===== src/rtl/txsup_pkg.sv =====
package txsup_pkg;

    typedef enum logic [1:0] {
        LINE_HIZ  = 2'd0,
        LINE_DATA = 2'd1,
        LINE_ONES = 2'd2
    } line_mode_e;

    typedef struct packed {
        logic drive;
        logic pos;
        logic neg;
    } line_out_t;

endpackage


===== src/rtl/txsup_sync.sv =====
module txsup_sync #(
    parameter int WIDTH  = 1,
    parameter int STAGES = 2
) (
    input  logic             clk,
    input  logic             rst_n,
    input  logic [WIDTH-1:0] async_i,
    output logic [WIDTH-1:0] sync_o
);

    typedef struct packed {
        logic [STAGES-1:0][WIDTH-1:0] stg;
    } sync_state_t;

    sync_state_t st_d, st_q;

    always_comb begin
        st_d = st_q;
        st_d.stg[0] = async_i;
        for (int i = 1; i < STAGES; i++) begin
            st_d.stg[i] = st_q.stg[i-1];
        end
    end

    always_ff @(posedge clk or negedge rst_n) begin
        if (!rst_n) begin
            st_q <= '0;
        end else begin
            st_q <= st_d;
        end
    end

    assign sync_o = st_q.stg[STAGES-1];

endmodule


===== src/rtl/txsup_stuck_det.sv =====
module txsup_stuck_det #(
    parameter int LIMIT = 16
) (
    input  logic clk,
    input  logic rst_n,
    input  logic lvl_i,
    output logic change_o,
    output logic level_o,
    output logic stuck_o
);

    localparam int CNT_W = $clog2(LIMIT + 1);
    localparam logic [CNT_W-1:0] CNT_MAX = CNT_W'(LIMIT);

    typedef struct packed {
        logic             lvl;
        logic [CNT_W-1:0] cnt;
    } det_state_t;

    det_state_t st_d, st_q;

    always_comb begin
        st_d     = st_q;
        change_o = (lvl_i != st_q.lvl);
        st_d.lvl = lvl_i;
        if (change_o) begin
            st_d.cnt = CNT_W'(1);
        end else if (st_q.cnt != CNT_MAX) begin
            st_d.cnt = st_q.cnt + CNT_W'(1);
        end
    end

    always_ff @(posedge clk or negedge rst_n) begin
        if (!rst_n) begin
            st_q <= '0;
        end else begin
            st_q <= st_d;
        end
    end

    assign stuck_o = (st_q.cnt == CNT_MAX);
    assign level_o = st_q.lvl;

    // run-length counter saturates and never passes the limit
    assert_cnt_bound_R5: assert property (@(posedge clk) disable iff (!rst_n)
        st_q.cnt <= CNT_MAX);

    // a level change while stuck ends the stuck state one cycle later
    assert_stuck_clear_R7: assert property (@(posedge clk) disable iff (!rst_n)
        (stuck_o && change_o) |=> !stuck_o);

endmodule


===== src/rtl/txsup_chan.sv =====
module txsup_chan
    import txsup_pkg::*;
#(
    parameter int STUCK_LIMIT = 16,
    parameter int SYNC_STAGES = 2
) (
    input  logic      clk,
    input  logic      rst_n,
    input  logic      tclk_i,
    input  logic      pos_i,
    input  logic      neg_i,
    input  logic      fall_sel_i,
    output line_out_t out_o
);

    localparam int SMP_W = 3;

    typedef struct packed {
        logic      cap_pos;
        logic      cap_neg;
        logic      phase;
        line_out_t out;
    } chan_state_t;

    chan_state_t st_d, st_q;

    logic [SMP_W-1:0] smp;
    logic             lvl_s;
    logic             change;
    logic             level;
    logic             stuck;
    logic             edge_hit;
    line_mode_e       mode;

    txsup_sync #(
        .WIDTH (SMP_W),
        .STAGES(SYNC_STAGES)
    ) u_sync (
        .clk    (clk),
        .rst_n  (rst_n),
        .async_i({tclk_i, pos_i, neg_i}),
        .sync_o (smp)
    );

    assign lvl_s = smp[2];

    txsup_stuck_det #(
        .LIMIT(STUCK_LIMIT)
    ) u_det (
        .clk     (clk),
        .rst_n   (rst_n),
        .lvl_i   (lvl_s),
        .change_o(change),
        .level_o (level),
        .stuck_o (stuck)
    );

    // selected edge: rising when fall_sel_i=0, falling when fall_sel_i=1
    assign edge_hit = change && (lvl_s != fall_sel_i);

    always_comb begin
        if (!stuck) begin
            mode = LINE_DATA;
        end else if (level) begin
            mode = LINE_ONES;
        end else begin
            mode = LINE_HIZ;
        end
    end

    always_comb begin
        st_d = st_q;
        if (edge_hit) begin
            st_d.cap_pos = smp[1];
            st_d.cap_neg = smp[0];
        end
        st_d.phase = (mode == LINE_ONES) ? ~st_q.phase : 1'b0;
        case (mode)
            LINE_ONES: begin
                st_d.out.drive = 1'b1;
                st_d.out.pos   = st_q.phase;
                st_d.out.neg   = ~st_q.phase;
            end
            LINE_DATA: begin
                st_d.out.drive = 1'b1;
                st_d.out.pos   = st_q.cap_pos;
                st_d.out.neg   = st_q.cap_neg;
            end
            default: begin
                st_d.out = '0;
            end
        endcase
    end

    always_ff @(posedge clk or negedge rst_n) begin
        if (!rst_n) begin
            st_q <= '0;
        end else begin
            st_q <= st_d;
        end
    end

    assign out_o = st_q.out;

    // clock stuck low releases the lane
    assert_stuck_low_hiz_R3: assert property (@(posedge clk) disable iff (!rst_n)
        (stuck && !level) |=> (!out_o.drive && !out_o.pos && !out_o.neg));

    // clock stuck high drives complementary rails
    assert_stuck_high_ones_R4: assert property (@(posedge clk) disable iff (!rst_n)
        (stuck && level) |=> (out_o.drive && (out_o.pos != out_o.neg)));

    // the all-ones marks alternate between rails every cycle
    assert_ones_alternate_R4: assert property (@(posedge clk) disable iff (!rst_n)
        (stuck && level) ##1 (stuck && level) |=> (out_o.pos != $past(out_o.pos)));

endmodule


===== src/rtl/txclk_supervisor.sv =====
module txclk_supervisor
    import txsup_pkg::*;
#(
    parameter int NUM_CH      = 8,
    parameter int STUCK_LIMIT = 16,
    parameter int SYNC_STAGES = 2
) (
    input  logic              mclk,
    input  logic              rst_n,
    input  logic              tx_oe,
    input  logic              clk_fall_sel,
    input  logic [NUM_CH-1:0] tclk,
    input  logic [NUM_CH-1:0] tpos,
    input  logic [NUM_CH-1:0] tneg,
    output logic [NUM_CH-1:0] line_pos,
    output logic [NUM_CH-1:0] line_neg,
    output logic [NUM_CH-1:0] line_drive
);

    logic      fall_sel_s;
    line_out_t chan_out [NUM_CH];

    txsup_sync #(
        .WIDTH (1),
        .STAGES(SYNC_STAGES)
    ) u_sel_sync (
        .clk    (mclk),
        .rst_n  (rst_n),
        .async_i(clk_fall_sel),
        .sync_o (fall_sel_s)
    );

    for (genvar ch = 0; ch < NUM_CH; ch++) begin : g_lane
        txsup_chan #(
            .STUCK_LIMIT(STUCK_LIMIT),
            .SYNC_STAGES(SYNC_STAGES)
        ) u_chan (
            .clk       (mclk),
            .rst_n     (rst_n),
            .tclk_i    (tclk[ch]),
            .pos_i     (tpos[ch]),
            .neg_i     (tneg[ch]),
            .fall_sel_i(fall_sel_s),
            .out_o     (chan_out[ch])
        );

        // global enable overrides every lane combinationally
        assign line_drive[ch] = tx_oe & chan_out[ch].drive;
        assign line_pos[ch]   = tx_oe & chan_out[ch].pos;
        assign line_neg[ch]   = tx_oe & chan_out[ch].neg;

        // a lane that does not drive leaves both rails at zero
        assert_hiz_rails_R3: assert property (@(posedge mclk) disable iff (!rst_n)
            !line_drive[ch] |-> (!line_pos[ch] && !line_neg[ch]));
    end

endmodule


===== config.mk =====
export PLATFORM = sky130hd
export DESIGN_NAME = txclk_supervisor
export DESIGN_NICKNAME = d
export VERILOG_FILES = /design/src/rtl/txsup_pkg.sv /design/src/rtl/txsup_sync.sv /design/src/rtl/txsup_stuck_det.sv /design/src/rtl/txsup_chan.sv /design/src/rtl/txclk_supervisor.sv
export SDC_FILE = /design/constraint.sdc
export NUM_CORES = 1
export LEC_CHECK = 0
export ABC_AREA = 1
export BUFFER_PORTS_ARGS = -buffer_cell sky130_fd_sc_hd__buf_2
export CAP_MARGIN = 40
export CORE_ASPECT_RATIO = 0.5
export CORE_MARGIN = 1
export CORE_UTILIZATION = 59
export CTS_CLUSTER_DIAMETER = 60
export CTS_CLUSTER_SIZE = 28
export DETAILED_ROUTE_END_ITERATION = 10
export GPL_ROUTABILITY_DRIVEN = 0
export PLACE_DENSITY = 0.8
export REMOVE_ABC_BUFFERS = 1
export SYNTH_ARGS = -nofsm -noshare
export SYNTH_HDL_FRONTEND = slang
export SYNTH_HIERARCHICAL = 1
export SYNTH_SLANG_ARGS = --single-unit
export TNS_END_PERCENT = 1

===== constraint.sdc =====
create_clock -name mclk -period 1.46 [get_ports mclk]
set_input_delay 0.146 -clock mclk [delete_from_list [all_inputs] [get_ports mclk]]
set_output_delay 0.146 -clock mclk [all_outputs]
set_load 0.05 [all_outputs]

Yosys cells after proc, flatten, opt, wreduce, memory -nomap -nowiden
Cells that the tools add are included.
{"block": "classes", "n_lt_le_gt_ge": 0, "shift": 0, "n_mul": 0, "mux": 48, "n_eq_ne": 48, "bitwise_logic": 32, "n_reduce_logical": 16, "n_div": 0, "addsub": 8}
{"op": "5-bit 2-to-1 mux", "count": 16}
{"op": "3-bit one-hot mux with 2 select lines", "count": 8}
{"op": "5-bit by 1-bit adder with 5-bit output (second input constant)", "count": 8}
{"op": "5-bit equality test (second input constant)", "count": 8}
{"op": "5-bit != test (second input constant)", "count": 8}
{"op": "2-bit 2-to-1 mux", "count": 16}
{"op": "1-bit bitwise AND", "count": 24}
{"op": "2-bit by 1-bit equality test with 1-bit output (second input constant)", "count": 8}
{"op": "2-bit equality test (second input constant)", "count": 8}
{"op": "1-bit != test", "count": 16}
{"op": "2-bit nonzero test", "count": 8}
{"op": "1-bit logical AND", "count": 8}
{"op": "1-bit 2-to-1 mux", "count": 8}
{"op": "1-bit inverter", "count": 8}
{"block": "word_totals", "reg_bits": 146, "memories": 0, "rom_bits": 0, "ramBits": 0, "latchBits": 0, "inputBits": 28}

Logic depth before layout (Yosys ltp)
Gate-level depths: netlist of run 1.
{"block": "logic_depth", "depth_word": 4, "ltp_mapped": 7}

By module
Netlist of run 1, hierarchy kept.
{"mod": "txsup_stuck_det", "area_per_inst_um2": 336.6, "n_inst": 8, "cells_per_inst": 35, "seq_area_each_um2": 150.1}
{"mod": "txsup_chan", "area_per_inst_um2": 266.5, "n_inst": 8, "cells_per_inst": 29, "seq_area_each_um2": 150.1}
{"mod": "txsup_sync (g_lane[0].u_chan.u_sync ...)", "area_per_inst_um2": 150.1, "n_inst": 8, "cells_per_inst": 6, "seq_area_each_um2": 150.1}
{"mod": "txclk_supervisor", "area_per_inst_um2": 202.7, "n_inst": 1, "cells_per_inst": 50, "seq_area_each_um2": 0.0}
{"mod": "txsup_sync (u_sel_sync)", "area_per_inst_um2": 50.0, "n_inst": 1, "cells_per_inst": 2, "seq_area_each_um2": 50.0}

Worst setup path before layout of run 1
Ideal clock, no wire load.
{"block": "synth_path", "path_type": "register to register", "startpoint": "reg g_lane[0].u_chan/u_det/st_q[0] (netlist name)", "endpoint": "reg g_lane[0].u_chan.st_q, in the netlist g_lane[0].u_chan/out_o[2]", "path_buffers": 0, "stages_incl_launch_ff": 7, "required_ps": 1336, "setup_ps": 124, "synth_period_minus_slack_ps": 1205, "slack_ps": 255, "arrival_ps": 1080, "path_cell_list": "dfrtp_1 > inv_1 > ha_1 > nand2_2 > nor2_4 > inv_2 > or2_1"}
{"item": "start: declaration", "line": "txsup_stuck_det.sv:20", "source": "det_state_t st_d, st_q;"}
{"item": "start signal: assignment", "line": "txsup_stuck_det.sv:37", "source": "st_q <= st_d;"}
{"item": "end signal: assignment", "line": "txsup_chan.sv:99", "source": "st_q <= st_d;"}
{"item": "end: declaration", "line": "txsup_chan.sv:25", "source": "chan_state_t st_d, st_q;"}

==> impl_results.md, run 1 <==
- Status: completed
- Setup ws final: 0.07041 ns
- Min cycle time layout: 1.390 ns
- Max-slew violation count: 0
- Mapped Area: 0.006279 mm²
- Count leader, synth: dfrtp_1
- Routed Antenna Nets: 0
- DRC Markers: 0
- Register area: 0.003654 mm²
- Clock buffer count from CTS: 17
- Global-route wire length before repair: 19,020 µm
- Final setup fails: 0
- Part of the cycle the worst path needs: between 90 and 100%
- Initial antenna violation count: 0
- Port Buffers: 51
- Final hold violations: 0
- Peak Freq: 719.6 MHz
- PostCTS Resize Cnt: 0
- # rows: 26
- Cells after Synth: 612
- Filler cells: between 600 and 700
- Max FO, Critical Path: 5
- Ys Warns: 6
- Slew headroom: 74.46%
- EDFF count, synth: 0
- Leakage: 3.827 nW
- R2R setup slack: 0.07 ns
- Multi-input logic area: between 0.002 and 0.0025 mm²
- Antenna Cells: 0
- Synth top area share: 58.19%
- Max H-tree Level: 4
- Clock slew at reported path FFs: 0.06 ns
- # IOs: 52
- Final nets: 731
- Max-cap viol count: 0
- Gr ovfl total: 0
- Maximum vdd drop: between 0.9 and 1 mV
- Pwr dens: approximately 1500 mW/mm²
- Initial core utilization: between 60% and 70%
- Post-synth top cells: dfrtp_1 (146), nand2_1 (136), inv_1 (64), nand3_1 (56), nor2_1 (40)
- Worst slack, placed: 0.1541 ns
- Vias per inst: 5.016
- Worst path required time: approximately 1.8 ns
- Final TNS setup: 0 ns
- DR vias: 4,203
- CP Capture Type: flip-flop
- Post-Route WL: ~11,000 µm
- #FFs+latches synth: 146
- DR pass1 iterations: 4
- Total GRT Usage: 23.07%
- Worst Path Arrival: 1.68 ns
- Max Root-Sink Buffers: 2
- Area contributors post-synth: dfrtp_1 (58%), nand2_1 (8.1%), nand3_1 (4.5%), inv_1 (3.8%), xnor2_4 (3.5%)
- Syn_area_per_cell: 10.26 µm²
- RSZ-0062 raised after global routing: no
- Crit path kind: flip-flop to flip-flop
- Layout cell share with drive strength beyond 1: 22.49%
- Primary FF master, synth: dfrtp_1
- CP startpoint kind: flip-flop
- Slew @ Worst Pin: between 0.3 and 0.4 ns
- Yosys cell types: 18
- Vias in the first global route: between 4,000 and 5,000
- Placed Cells: just under 800
- FF-to-FF path depth: 6
- Clk_skew: 0.009412 ns
- Worst-Skew Late Latency: roughly 0.4 ns
- Largest net degree at the start of global routing: 41
- FFs w/ async S/R, synth: 100.0%
- Clk sink count: 146
- Tightest Hold Check Type: primary input to asynchronous set/reset pin
- Largest area contributor in the netlist: dfrtp_1
- CTS root buffer: clkbuf_16
- Sequential area share after synthesis: 58.19%
- Die Ht: 74.95 µm
- Non-Filler Instances: 838
- Core Box Area: 0.01028 mm²
- R2R Path End: g_lane[3].u_chan/out_o[2]
- Routed length per instance: 13.66 µm
- Die X-Extent: 147.9 µm
- Area Growth Syn to Fin: 20.03%
- Die ar.: roughly 0.011 mm²
- Worst r2r src: g_lane[3].u_chan/u_det/st_q[0]
- Initial drt markers: about 180
- Post-DP HPWL: 7234 µm
- CTS tree: yes
critical path, cell delays in order, from the launching register on:
cell and delay [ns]:
dfrtp_1 0.42, inv_1 0.11, ha_1 0.25, nand2_2 0.09
nor2_4 0.15, inv_2 0.06, or2_1 0.20
timing repair:
item,in CTS,in global routing
endpoints found under the setup margin,0,0
setup buffers,0,0
hold endpoints to repair,142,0
hold buffers,26,0
power by group:
group          switching (W)  leakage, nW  total, W  internal (W)
combinational       0.000976         1.74   0.00157      0.000590
clock                0.00154        0.322   0.00481       0.00327
sequential          0.000348         1.77   0.00480       0.00445
metal layers:
layer	part of all wire (%)	up-vias	GRT usage (%)
met5	0	-	0
met3	3.5	14	7.576
met2	54	75	42.30
met1	42	2057	26.00
li1	-	2057	-
met4	1.2	0	8.477
cell type report:
type / instances / area share [%]
clock buffers: 20 / 6.060
well taps: 140 / 2.324
inverters: 80 / 3.985
flip-flops and latches: 146 / 48.48
repair buffers: 82 / 8.252
multi-input cells: 360 / 28.16
clock inverters: 10 / 2.739
how the worst max path moves through the flow:
stage	to	cells after the start	start
floorplan	g_lane[0].u_chan/out_o[2]	6	g_lane[0].u_chan/u_det/st_q[0]
global placement	g_lane[6].u_chan/out_o[2]	6	g_lane[6].u_chan/u_det/st_q[1]
detailed placement	g_lane[2].u_chan/out_o[2]	6	g_lane[2].u_chan/u_det/st_q[0]
CTS	g_lane[3].u_chan/out_o[2]	6	g_lane[3].u_chan/u_det/st_q[0]
global route	g_lane[3].u_chan/out_o[2]	6	g_lane[3].u_chan/u_det/st_q[0]
finish	g_lane[3].u_chan/out_o[2]	6	g_lane[3].u_chan/u_det/st_q[0]
state kept, by name, summed over array words and instances (netlist names):
register / count
u_sel_sync/sync_o: 1
g_lane.u_chan/u_sync/st_d: 24
u_sel_sync/st_d: 1
g_lane.u_chan/u_sync/sync_o: 24
g_lane.u_chan/st_q: 24
g_lane.u_chan/u_det/level_o: 8
g_lane.u_chan/out_o: 24
g_lane.u_chan/u_det/st_q: 40
logic make-up after synthesis:
family	after synthesis	share of synthesized area (%)
AOI/OAI and AO/OA	8	0.6377
DFF	146	58.19
xor gates and xnor gates	16	4.623
buffers and inverters	106	8.011
and+or+nand+nor	320	25.35
adders and majority gates	16	3.188
placed cells by master (no fill, tap or decap), types with 8 or more instances in the layout:
master / Yosys / final
or2_1: 16 / 16
inv_2: 16 / 16
nor2_2: 8 / 8
nand2_1: 136 / 136
nor2_1: 40 / 40
buf_2: 0 / 50
nand3_1: 56 / 56
xnor2_4: 8 / 8
dfrtp_1: 146 / 146
ha_1: 16 / 16
nand2_2: 16 / 16
nor2_4: 8 / 8
nand3_2: 16 / 16
clkbuf_16: 0 / 17
nand4_1: 24 / 24
xor2_1: 8 / 8
o21ai_1: 8 / 8
dlygate4sd3_1: 0 / 26
inv_1: 64 / 64
through the flow:
step / power (W) / hold WS, ns / instance area [µm²] / util, %
finish: 0.01118 / 0.2078 / 7536 / 73.31
CTS: 0.01126 / 0.2131 / 7536 / 73.31
global placement: 0.006248 / 0.07842 / 6613 / 64.33
detailed placement: 0.006324 / 0.07955 / 6613 / 64.33
floorplan: 0.005864 / -0.1496 / 6076 / -
global route: 0.01166 / 0.2438 / 7536 / 73.31
No activity file was read; power rests on OpenSTA's default activity.
==> run 2: changes to the inputs <==
- CAP_MARGIN: 40 -> 20
- PLACE_DENSITY: 0.8 -> default
- PLACE_DENSITY_LB_ADDON: default -> 0.12
==> impl_results.md, run 2 (synthesis results as in run 1) <==
- RSZ-0062 raised after global routing: no
- Die Ht: between 70 and 80 µm
- Final nets: 736
- Leakage: approximately 3.8 nW
- Slowest CP cell: dfrtp_1
- Filler cells: 750
- Slew headroom: 75.35%
- Layout cell share with drive strength beyond 1: a little under a quarter
- Worst-Skew Late Latency: around 0.41 ns
- Commonest cells after routing, fill and taps aside: dfrtp_1 (146), nand2_1 (136), inv_1 (64)
- Routed length per instance: 12.70 µm
- Max-cap viol count: 0
- Largest register FFs: 40
- Vias per inst: approximately 4.8
- Peak Freq: 742.1 MHz
- CTS tree: yes
- Worst-path cell chain: inv_1 > ha_1 > nand2_2 > nor2_4 > inv_2 > or2_1
- Max-slew violation count: 0
- PostCTS Resize Cnt: 0
- Register area: 0.003654 mm²
- # IOs: 52
- Initial core utilization: 61.08%
- Final setup fails: 0
- CP startpoint kind: flip-flop
- CP Capture Type: flip-flop
- Pwr dens: 1410 mW/mm²
- DR pass1 iterations: 5
- Crit path kind: flip-flop to flip-flop
- Max H-tree Level: 4
- Part of the cycle the worst path needs: 92.30%
- Port Buffers: 51
- DR vias: between 4,000 and 5,000
- Slew @ Worst Pin: 0.3697 ns
- Min cycle time layout: 1.348 ns
- CTS root buffer: clkbuf_16
- Post-DP HPWL: about 7300 µm
- Vias in the first global route: between 4,000 and 5,000
- Initial antenna violation count: 0
- DRC Markers: 0
- Core Box Area: 0.01028 mm²
- Clk_skew: 0.007287 ns
- Total GRT Usage: a little over a fifth
- Max Root-Sink Buffers: 2
- Multi-input logic area: ~0.0021 mm²
- Initial drt markers: roughly 170
- Worst Path Arrival: 1.64 ns
- Gr ovfl total: 0
- Maximum vdd drop: between 1 and 1.5 mV
- Final hold violations: 0
- Tightest Hold Check Type: primary input to asynchronous set/reset pin
- Worst path required time: 1.76 ns
- Largest net degree at the start of global routing: 39
- Area Growth Syn to Fin: 19.05%
- Global-route wire length before repair: 18,060 µm
- Clock buffer count from CTS: 17
- Final TNS setup: 0 ns
- Clock slew at reported path FFs: 0.06 ns
- Clk sink count: roughly 150
- Die X-Extent: ~150 µm
- Max FO, Critical Path: 5
- Top reg by flops: g_lane.u_chan/u_det/st_q
- # rows: 26
- Status: completed
- Die ar.: 0.01108 mm²
- Routed Antenna Nets: 0
- Critical Path Max Stage Delay: 0.41 ns
- PnR Total Power: 0.01054 W
- Post-Route WL: between 10,000 and 15,000 µm
- Antenna Cells: 0
- Commonest non-fill, non-tap cell in the layout: dfrtp_1
==> run 2: changes by cell type in the layout (fill, tap and decap cells not counted), sizes merged <==
| cell | change |
|---|---|
| buf | +5 |
| bufinv | -4 |
| clkbuf | -1 |
| clkinv | +4 |
| clkinvlp | +3 |
==> run 2: worst max-delay path, delay by kind of cell, from the launching register on <==
| family | cells | cell delay, ns |
|---|---|---|
| fa+ha+maj | 1 | 0.22 |
| simple gates | 3 | 0.44 |
| flops | 1 | 0.41 |
| buf+inv | 2 | 0.16 |
==> run 2: area by class of cell <==
type	count	area share, %
Clock buffer	19	6.060
Clock inverter	13	1.825
Inverter	80	4.017
Multi-Input combinational cell	360	28.39
Sequential cell	146	48.88
Tap cell	140	2.343
Timing Repair Buffer	87	8.487
==> run 2: timing repair <==
item / CTS / global route
buffers inserted: 0 / 0
hold buffers: 26 / 0
endpoints found under the hold margin: 140 / 0
==> run 2: power breakdown <==
| group | internal [W] | total, W | switching, W | leakage [nW] |
|---|---|---|---|---|
| logic | 0.000588 | 0.00153 | 0.000945 | 1.75 |
| clock network | 0.00260 | 0.00422 | 0.00163 | 0.281 |
| registers | 0.00445 | 0.00479 | 0.000334 | 1.77 |
==> run 2: final timing paths <==
check / cells past startpoint / end / slack (ns) / start
max in group asynchronous: 3 / g_lane[5].u_chan/u_det/st_q[1] / 0.68 / rst_n
worst min register to register: 0 / g_lane[1].u_chan/u_sync/sync_o[1] / 0.34 / g_lane[1].u_chan/u_sync/st_d[4]
worst min-delay path: 2 / g_lane[0].u_chan/u_det/st_q[2] / 0.21 / rst_n
min in group mclk: 0 / g_lane[1].u_chan/u_sync/sync_o[1] / 0.34 / g_lane[1].u_chan/u_sync/st_d[4]
worst max register to register: 6 / g_lane[7].u_chan/out_o[2] / 0.11 / g_lane[7].u_chan/u_det/st_q[0]
worst max-delay path: 6 / g_lane[7].u_chan/out_o[2] / 0.11 / g_lane[7].u_chan/u_det/st_q[0]
==> run 2: routing by layer <==
| metal | routed length [µm] | track usage, % | vias to the layer above |
|---|---|---|---|
| li1 | - | - | 2061 |
| met1 | 4905 | 26.58 | 1960 |
| met2 | 5400 | 37.68 | 63 |
| met3 | 331 | 4.182 | 12 |
| met4 | 91 | 9.622 | 0 |
| met5 | 0 | 0 | - |
==> run 2: metrics by stage <==
| stage | hold WS (ns) | worst slack (ns) | util [%] | cell area (µm²) | instances |
|---|---|---|---|---|---|
| after floorplan | -0.1496 | 0.2554 | - | 6076 | 586 |
| after global placement | 0.07751 | 0.2115 | 64.45 | 6625 | 787 |
| after detailed placement | 0.07434 | 0.1412 | 64.45 | 6625 | 787 |
| after CTS | 0.2079 | 0.1108 | 72.71 | 7475 | 845 |
| after global routing | 0.2312 | 0.04379 | 72.71 | 7475 | 845 |
| final | 0.2093 | 0.1124 | 72.71 | 7475 | 845 |
==> run 3: changes to the inputs <==
- CELL_PAD_IN_SITES_DETAIL_PLACEMENT: default -> 2
- CELL_PAD_IN_SITES_GLOBAL_PLACEMENT: default -> 2
- CORE_UTILIZATION: 59 -> 39
- CTS_CLUSTER_DIAMETER: 60 -> 50
==> impl_results.md, run 3 (synthesis results as in run 1) <==
- Worst Path Arrival: 1.68 ns
- Routed length per instance: 15.94 µm
- Antenna Cells: 0
- # IOs: 52
- Total GRT Usage: 19.63%
- Die X-Extent: 181.4 µm
- Gr ovfl total: 0
- Max FO, Critical Path: 4
- Clock slew at reported path FFs: ~0.06 ns
- Peak Freq: 720.4 MHz
- Routed Antenna Nets: 0
- Final hold violations: 0
- Port Buffers: 51
- DR vias: approximately 4,300
- Clk_skew: 0.007411 ns
- Worst-Skew Late Latency: 0.41 ns
- Critical Path Max Stage Delay: 0.44 ns
- Crit path kind: flip-flop to flip-flop
- Post-DP HPWL: 9617 µm
- Post-Route WL: 14,470 µm
- Status: completed
- Part of the cycle the worst path needs: 95.08%
- Slowest CP cell: dfrtp_1
- Largest register FFs: 40
- Final TNS setup: 0 ns
- Commonest cells after routing, fill and taps aside: dfrtp_1 (146), nand2_1 (136), inv_1 (64)
- Maximum vdd drop: 0.7843 mV
- Worst path required time: 1.75 ns
- DRC Markers: 0
- Max Root-Sink Buffers: 2
- Min cycle time layout: 1.388 ns
- Slew @ Worst Pin: 0.4417 ns
- R2R Path End: g_lane[4].u_chan/out_o[2]
- Setup ws final: a little over 0.07 ns
- Critical path buffer and inverter count: 2
- RSZ-0062 raised after global routing: yes
- Commonest non-fill, non-tap cell in the layout: dfrtp_1
- Fin Hold WS: 0.2304 ns
- Max-cap viol count: 0
- R2R setup slack: 0.07 ns
- Die ar.: 0.01664 mm²
- CTS tree: yes
- Top reg by flops: g_lane.u_chan/u_det/st_q
- Initial antenna violation count: 0
- Filler cells: 1,608
- Largest net degree at the start of global routing: between 40 and 50
- Multi-input logic area: 0.002127 mm²
- FF-to-FF path depth: 6
- Clock buffer count from CTS: 17
- CP Capture Type: flip-flop
- Max H-tree Level: 4
- Final nets: 736
- CTS root buffer: clkbuf_16
- Max-slew violation count: 0
- Final setup fails: 0
- Register area: 0.003654 mm²
- # rows: 32
- Global-route wire length before repair: about 25,000 µm
- Leakage: 3.821 nW
- Vias per inst: roughly 4.7
- CP top delay family: simple AND/OR/NAND/NOR gates
- Initial core utilization: 40.31%
- DR pass1 iterations: 4
- Die Ht: 91.72 µm
- Area Growth Syn to Fin: 21.14%
- Worst-path cell chain: inv_1 > ha_2 > nand2_2 > nor2_4 > inv_2 > or2_1
- Slew headroom: a little over two thirds
- Initial drt markers: 133
- Worst r2r src: g_lane[4].u_chan/u_det/st_q[1]
- Clk sink count: 146
- Tightest Hold Check Type: primary input to asynchronous set/reset pin
- Worst slack, placed: about 0.11 ns
- Pwr dens: 1437 mW/mm²
- Vias in the first global route: 4,939
- CP startpoint kind: flip-flop
- Layout cell share with drive strength beyond 1: a little under a quarter
- Core Box Area: around 0.016 mm²
[run 3: cell types whose count changed in the layout (fill, tap and decap cells not counted), sizes merged]
cell and delta:
bufinv +1, clkbuf +1, clkinv -3, inv +2, clkinvlp -2
[run 3: what timing repair did]
item	in CTS	in global routing
setup endpoints to repair	0	3
hold endpoints to repair	63	0
gates resized for setup	0	2
hold buffers	26	0
setup buffers	0	2
[run 3: area by class of cell]
class	instances	area share, %
flip-flops and latches	146	48.03
well taps	204	3.356
clock buffers	20	6.004
multi-input cells	360	27.97
inverters	80	3.948
repair buffers	87	8.669
clock inverters	11	2.023
[run 3: worst max-delay path by stage]
stage                                   startpoint  slack [ns]  cells past startpoint                   endpoint
finish              g_lane[4].u_chan/u_det/st_q[1]        0.07                      6  g_lane[4].u_chan/out_o[2]
global placement    g_lane[0].u_chan/u_det/st_q[0]        0.18                      6  g_lane[0].u_chan/out_o[2]
global route        g_lane[1].u_chan/u_det/st_q[0]      -0.006                      6  g_lane[1].u_chan/out_o[2]
floorplan           g_lane[0].u_chan/u_det/st_q[0]        0.26                      6  g_lane[0].u_chan/out_o[2]
CTS                 g_lane[4].u_chan/u_det/st_q[0]        0.02                      6  g_lane[4].u_chan/out_o[2]
detailed placement  g_lane[6].u_chan/u_det/st_q[0]        0.11                      6  g_lane[6].u_chan/out_o[2]
[run 3: per-stage QoR]
stage | total power [W] | util (%) | instances | instance area, µm²
3_3_place_gp | 0.006313 | 43.12 | 849 | 6715
2_1_floorplan | 0.005864 | - | 586 | 6076
4_1_cts | 0.01109 | 48.71 | 906 | 7586
5_1_grt | 0.01148 | 48.84 | 908 | 7606
6_report | 0.01093 | 48.84 | 908 | 7606
3_5_place_dp | 0.006415 | 43.12 | 849 | 6715
[run 3: per-layer routing]
layer	vias up	GRT usage (%)	wire, µm
met1	2189	23.32	6326
li1	2061	-	-
met5	-	0	0
met4	0	6.356	129
met2	43	35.80	7695
met3	11	3.932	322
[run 3: where the power goes]
part,total (W),switching [W],internal (W)
sequential,0.00480,0.000352,0.00445
combinational,0.00162,0.00102,0.000596
clock,0.00451,0.00172,0.00279
total,0.0109,0.00309,0.00783
